**src/rtl/fcmp_pkg.sv**
```systemverilog
package fcmp_pkg;
    localparam int DP_W     = 64;
    localparam int DP_EXP   = 11;
    localparam int DP_MAN   = 52;
    localparam int SP_W     = 32;
    localparam int SP_EXP   = 8;
    localparam int SP_MAN   = 23;
    localparam int MAG_W    = DP_W - 1;
    localparam int CC_W     = 2;
    localparam int N_FIELDS = 4;
    localparam int FSEL_W   = $clog2(N_FIELDS);
    localparam int UPPER_GAP = 20;

    typedef enum logic [CC_W-1:0] {
        CC_EQ = 2'b00,
        CC_LT = 2'b01,
        CC_GT = 2'b10,
        CC_UN = 2'b11
    } cc_e;

    typedef struct packed {
        logic             sign;
        logic [MAG_W-1:0] mag;
        logic             nan;
        logic             zero;
    } opnd_t;

    // Field 0 sits at the base; fields 1..3 at base+22, +24, +26.
    function automatic int field_lsb(input int base, input int idx);
        return (idx == 0) ? base : base + UPPER_GAP + CC_W * idx;
    endfunction
endpackage

```
**src/rtl/fcmp_classify.sv**
```systemverilog
module fcmp_classify
    import fcmp_pkg::*;
#(
    parameter int EXP_W = 8,
    parameter int MAN_W = 23
) (
    input  logic [EXP_W+MAN_W:0] word_i,
    output opnd_t                info_o
);
    localparam int W = 1 + EXP_W + MAN_W;

    logic [EXP_W-1:0] exp_f;
    logic [MAN_W-1:0] man_f;

    assign exp_f = word_i[W-2 -: EXP_W];
    assign man_f = word_i[MAN_W-1:0];

    always_comb begin
        info_o.sign = word_i[W-1];
        info_o.mag  = MAG_W'(word_i[W-2:0]);
        info_o.nan  = (&exp_f) && (|man_f);
        info_o.zero = ~|word_i[W-2:0];
    end
endmodule

```
**src/rtl/fcmp_order.sv**
```systemverilog
module fcmp_order
    import fcmp_pkg::*;
(
    input  opnd_t a_i,
    input  opnd_t b_i,
    output cc_e   cc_o
);
    logic mag_lt;
    logic mag_eq;

    assign mag_lt = a_i.mag < b_i.mag;
    assign mag_eq = a_i.mag == b_i.mag;

    always_comb begin
        if (a_i.nan || b_i.nan) begin
            cc_o = CC_UN;
        end else if (a_i.zero && b_i.zero) begin
            cc_o = CC_EQ;
        end else if (a_i.sign != b_i.sign) begin
            cc_o = a_i.sign ? CC_LT : CC_GT;
        end else if (mag_eq) begin
            cc_o = CC_EQ;
        end else if (a_i.sign) begin
            cc_o = mag_lt ? CC_GT : CC_LT;
        end else begin
            cc_o = mag_lt ? CC_LT : CC_GT;
        end
    end
endmodule

```
**src/rtl/fcmp_field_update.sv**
```systemverilog
module fcmp_field_update
    import fcmp_pkg::*;
#(
    parameter int FSR_W    = 64,
    parameter int BASE_LSB = 10,
    parameter int MASK_BIT = 27,
    parameter int ACC_BIT  = 9
) (
    input  logic [FSR_W-1:0]  fsr_i,
    input  logic [FSEL_W-1:0] sel_i,
    input  cc_e               cc_i,
    output logic [FSR_W-1:0]  fsr_o,
    output logic              trap_o
);
    logic [CC_W-1:0]  cc_bits;
    logic [FSR_W-1:0] clr_m [N_FIELDS];
    logic [FSR_W-1:0] set_m [N_FIELDS];
    logic             unord;

    assign cc_bits = cc_i;
    assign unord   = (cc_i == CC_UN);

    for (genvar f = 0; f < N_FIELDS; f++) begin : g_field
        localparam int LSB = field_lsb(BASE_LSB, f);
        logic hit;
        assign hit      = (sel_i == FSEL_W'(f));
        assign clr_m[f] = hit ? (FSR_W'({CC_W{1'b1}}) << LSB) : '0;
        assign set_m[f] = hit ? (FSR_W'(cc_bits) << LSB) : '0;
    end

    always_comb begin
        logic [FSR_W-1:0] clr_all;
        logic [FSR_W-1:0] set_all;
        clr_all = '0;
        set_all = '0;
        for (int f = 0; f < N_FIELDS; f++) begin
            clr_all = clr_all | clr_m[f];
            set_all = set_all | set_m[f];
        end
        fsr_o  = (fsr_i & ~clr_all) | set_all;
        trap_o = unord && fsr_i[MASK_BIT];
        if (unord && !fsr_i[MASK_BIT]) begin
            fsr_o[ACC_BIT] = 1'b1;
        end
    end
endmodule

```
**src/rtl/fcmp_cc_unit.sv**
```systemverilog
module fcmp_cc_unit
    import fcmp_pkg::*;
#(
    parameter int FSR_W    = 64,
    parameter int CC_BASE  = 10,
    parameter int MASK_BIT = 27,
    parameter int ACC_BIT  = 9
) (
    input  logic              clk,
    input  logic              rst_n,
    input  logic              start,
    input  logic              dbl,
    input  logic [FSEL_W-1:0] fsel,
    input  logic [DP_W-1:0]   op_a,
    input  logic [DP_W-1:0]   op_b,
    input  logic [FSR_W-1:0]  fsr_in,
    output logic [FSR_W-1:0]  fsr_o,
    output logic              trap_o,
    output logic              done_o
);
    typedef struct packed {
        logic [FSR_W-1:0] fsr;
        logic             trap;
        logic             done;
    } regs_t;

    regs_t            r_d, r_q;
    logic [DP_W-1:0]  ops   [2];
    opnd_t            sp_c  [2];
    opnd_t            dp_c  [2];
    opnd_t            sel_c [2];
    cc_e              cc;
    logic [FSR_W-1:0] fsr_nxt;
    logic             trap_req;

    assign ops[0] = op_a;
    assign ops[1] = op_b;

    for (genvar k = 0; k < 2; k++) begin : g_opnd
        fcmp_classify #(.EXP_W(SP_EXP), .MAN_W(SP_MAN)) u_sp (
            .word_i (ops[k][SP_W-1:0]),
            .info_o (sp_c[k])
        );
        fcmp_classify #(.EXP_W(DP_EXP), .MAN_W(DP_MAN)) u_dp (
            .word_i (ops[k]),
            .info_o (dp_c[k])
        );
        assign sel_c[k] = dbl ? dp_c[k] : sp_c[k];
    end

    fcmp_order u_order (
        .a_i  (sel_c[0]),
        .b_i  (sel_c[1]),
        .cc_o (cc)
    );

    fcmp_field_update #(
        .FSR_W    (FSR_W),
        .BASE_LSB (CC_BASE),
        .MASK_BIT (MASK_BIT),
        .ACC_BIT  (ACC_BIT)
    ) u_update (
        .fsr_i  (fsr_in),
        .sel_i  (fsel),
        .cc_i   (cc),
        .fsr_o  (fsr_nxt),
        .trap_o (trap_req)
    );

    always_comb begin
        r_d      = r_q;
        r_d.trap = 1'b0;
        r_d.done = start;
        if (start) begin
            r_d.fsr  = fsr_nxt;
            r_d.trap = trap_req;
        end
    end

    always_ff @(posedge clk) begin
        if (!rst_n) begin
            r_q <= '0;
        end else begin
            r_q <= r_d;
        end
    end

    assign fsr_o  = r_q.fsr;
    assign trap_o = r_q.trap;
    assign done_o = r_q.done;

    function automatic logic [CC_W-1:0] pick_field(input logic [FSR_W-1:0] v,
                                                   input logic [FSEL_W-1:0] s);
        int lsb;
        lsb = field_lsb(CC_BASE, int'(s));
        return v[lsb +: CC_W];
    endfunction

    AST_DONE_FOLLOWS_START: assert property (@(posedge clk) disable iff (!rst_n)
        start |=> done_o);
    AST_DONE_NEEDS_START: assert property (@(posedge clk) disable iff (!rst_n)
        done_o |-> $past(start));
    AST_IDLE_HOLD: assert property (@(posedge clk) disable iff (!rst_n)
        !start |=> $stable(fsr_o));
    AST_TRAP_SINGLE: assert property (@(posedge clk) disable iff (!rst_n)
        !start |=> !trap_o);
    AST_TRAP_HAS_MASK: assert property (@(posedge clk) disable iff (!rst_n)
        trap_o |-> fsr_o[MASK_BIT]);
    AST_TRAP_FIELD_UN: assert property (@(posedge clk) disable iff (!rst_n)
        trap_o |-> (pick_field(fsr_o, $past(fsel)) == 2'b11));
    AST_TRAP_NO_ACCRUE: assert property (@(posedge clk) disable iff (!rst_n)
        trap_o |-> (fsr_o[ACC_BIT] == $past(fsr_in[ACC_BIT])));
    AST_ACC_STICKY: assert property (@(posedge clk) disable iff (!rst_n)
        start |=> (!$past(fsr_in[ACC_BIT]) || fsr_o[ACC_BIT]));
    AST_KEEP_MASK_BIT: assert property (@(posedge clk) disable iff (!rst_n)
        start |=> (fsr_o[MASK_BIT] == $past(fsr_in[MASK_BIT])));
endmodule

```
**config.mk**
```make
export PLATFORM = sky130hd
export DESIGN_NAME = fcmp_cc_unit
export DESIGN_NICKNAME = d
export VERILOG_FILES = /design/src/rtl/fcmp_pkg.sv /design/src/rtl/fcmp_classify.sv /design/src/rtl/fcmp_order.sv /design/src/rtl/fcmp_field_update.sv /design/src/rtl/fcmp_cc_unit.sv
export SDC_FILE = /design/constraint.sdc
export NUM_CORES = 1
export LEC_CHECK = 0
export ABC_AREA = 0
export CAP_MARGIN = 20
export CORE_ASPECT_RATIO = 1.5
export CORE_MARGIN = 10
export CORE_UTILIZATION = 32
export CTS_CLUSTER_DIAMETER = 120
export DETAILED_ROUTE_END_ITERATION = 7
export DONT_BUFFER_PORTS = 1
export PLACE_DENSITY_LB_ADDON = 0.1
export SLEW_MARGIN = 25
export SYNTH_ARGS = -nofsm -noshare
export SYNTH_HDL_FRONTEND = slang
export SYNTH_HIERARCHICAL = 1
export SYNTH_SLANG_ARGS = --single-unit
```
**constraint.sdc**
```tcl
create_clock -name clk -period 4.75 [get_ports clk]
set_clock_uncertainty 0.15 [all_clocks]
set_input_delay 0.2375 -clock clk [delete_from_list [all_inputs] [get_ports clk]]
set_output_delay 0.2375 -clock clk [all_outputs]
set_load 0.01 [all_outputs]
```
==> metrics.md <==
| Metric | Value |
|---|---|
| Max transition margin | `0.532` |
| Pins Over Slew Limit | `0` |
| GR Util All Layers | `0.133` |
| GPL Wtd Cong | `0.826` |
| Largest net degree at the start of global routing | `133` |
| Final period utilization | `0.721` |
| Syn avg cell area | `9.04 um^2` |
| Most frequent cells in the layout | `80 x mux2_4, 66 x dfxtp_1, 66 x inv_1` |
| Synth Register Bits | `66` |
| Required time of the critical path | `around 4.8 ns` |
| CTS tree | `built` |
| Starting density of the core | `0.325` |
| Layout Cells excl Fill | `1,150` |
| Routed length per instance | `21.2 um` |
| Largest family of logic cells by synthesized area | `buffers and inverters` |
| Clk root buf | `clkbuf_16` |
| Vias in the first global route | `roughly 6,000` |
| Chip width | `158 um` |
| Hpwl dp | `20,400 um` |
| Row Count | `75` |
| Fraction of registers with async set/reset | `0` |
| RSZ-0062 raised after global routing | `false` |
| Seq/Total Area, Yosys | `0.145` |
| Worst setup path category | `in2reg` |
| Grt total ovfl | `0` |
| Area share of fa/ha/maj cells after synthesis | `0.0865` |
| Layout cells sized above 1 | `0.199` |
| Number of flops mapped to enable cells by yosys | `0` |
| Die Ht | `around 230 um` |
| ANT cells | `0` |
| Total CTS buffers | `9` |
| Placed Cells | `1,075` |
| Worst-Margin Slew | `0.696 ns` |
| Placement Cell Area | `7190 um^2` |
| Worst hold-check path type | `in2reg` |
| Worst path arrival time | `3.50 ns` |
| Post-CTS Hold Buffers | `59` |
| WHS | `0.0456 ns` |
| Post-Synth Simple-Gate Area | `0.142` |
| Detailed-route via count | `5,299` |
| Minimum clock period | `3.42 ns` |
| Area share of the largest cell type after synthesis | `0.257` |
| Setup TNS | `0 ns` |
| Synth top area cells | `buf_4 26%, dfxtp_1 14%, mux2_4 13%` |
| Post-CTS Setup Repair Bufs | `0` |
| Syn Std Cell Area | `9110 um^2` |
| DRC | `0` |
| Smallest setup slack after layout | `1.33 ns` |
| First-pass GRT wire length | `35,900 um` |
| Complex-gate fraction of the synthesized area | `0.0378` |
| Final net count | `~1,100` |
| Core Box Area | `28,100 um^2` |
| Post-Layout Inst Area | `8100 um^2` |
| Post-Synth XOR/XNOR Area | `0` |
| Die Area | `35,800 um^2` |
| Worst-path clk slew | `0.05 ns` |
| Critical path fanouts, max | `132` |
| # clock sinks | `66` |
| Yosys cell types | `48` |
| Worst-Skew Late Latency | `0.33 ns` |
| H-tree Lvls | `3` |
| Mapped Cells | `1,008` |
| Fillers | `2,908` |
| Final WL | `24,300 um` |
| Synth Flop Type | `dfxtp_1` |
| Yosys top cell by area | `buf_4` |
| DR vias/cell | `4.61` |
| Most common cell after layout, fill and taps aside | `mux2_4` |
| Core Util, Final | `0.289` |
| Yosys Warn Count | `6` |
| CTS Buffer Depth | `2` |
| LEAKAGE | `3.67 nW` |
| Initial antenna violation count | `3` |
| Post-CTS sizing | `0` |
| Max-Cap Viols | `0` |
| Ports | `264` |
| First DRT Iteration DRCs | `109` |
| Port bufs | `0` |
| Worst Setup Start Kind | `input port` |
| Proportion of synthesized area in mux cells | `0.276` |
| Max Fclk | `292 MHz` |
| Final Hold Fails | `0` |
| Area growth, synth to finish | `-11.1%` |
| Pre-CTS WS | `0.923 ns` |
| Antenna viol nets, final | `0` |
| Max IR drop VDD | `0.236 mV` |
| # setup viols final | `0` |
| Total power draw | `1.79 mW` |
| Drt first pass iters | `4` |
| Setup crit end kind | `register` |
| Status | `finished, final reports clean` |
| Power Density | `~220 nW/um^2` |
[logic make-up after synthesis]
family	after synthesis
adder cells (fa/ha/maj)	63
multiplexers	204
flip-flops	66
AND/OR/NAND/NOR	213
other	2
buffers and inverters	407
AO/OA/AOI/OAI	53
[cell type report]
class / count / area, um^2 / area share
clock buffer: 12 / 246 / 0.0304
inverter: 66 / 248 / 0.0306
clock inverter: 4 / 51.3 / 0.00633
multi-input combinational: 597 / 5180 / 0.640
sequential: 66 / 1320 / 0.163
tap: 346 / 433 / 0.0534
timing repair buffer: 59 / 618 / 0.0763
[registers in the layout, summed over array words and instances, names as in the netlist]
signal  count
fsr_o      64
trap_o      1
done_o      1
[layer usage]
layer  GRT usage  vias up  wire length, um
met5           0        -               40
met4      0.0354        6              335
met3      0.0577       22             2780
met2       0.256      213            13200
met1       0.123     2353             7970
li1            -     2705                -
[power by group]
part           internal [mW]  switching (mW)  total (mW)
Clock                  0.421           0.246       0.667
Sequential             0.589          0.0462       0.635
Combinational          0.286           0.205       0.491
Total                   1.30           0.497        1.79
[worst paths after layout]
| kind | from | to | slack, ns | depth (start not counted) |
|---|---|---|---|---|
| setup reg to reg | fsr_o[25] | fsr_o[25] | 3.36 | 3 |
| setup / recovery | dbl | fsr_o[35] | 1.33 | 12 |
| hold / removal | fsr_in[9] | fsr_o[9] | 0.05 | 3 |
| hold reg to reg | fsr_o[14] | fsr_o[14] | 0.42 | 2 |
[critical path: stages]
cell and delay, ns:
mux2_4 0.32, ha_1 0.33, a21o_1 0.16, a21o_1 0.17, a221oi_1 0.47, o21ai_0 0.21, a221o_1 0.36, o21a_1 0.18
or3_1 0.45, mux2_1 0.34, mux2i_1 0.13, nor2b_1 0.06
[cell usage after synthesis, types with 3 or more instances]
master and instances:
a21oi_1 22, buf_2 7, buf_6 10, buf_8 5
nor4_1 45, nand4_1 26, ha_1 63, nor4_2 6
nand2_1 24, mux2_1 7, mux2_2 53, buf_4 312
o21a_1 3, mux2i_1 64, inv_1 66, a21o_1 4
a221oi_1 3, o21ai_0 7, nor2b_1 65, and4_1 7
mux2_4 80, nand3_1 13, nor3_1 8, clkbuf_1 6
dfxtp_1 66, nor2_1 9
(Power assumes the default switching activity.)
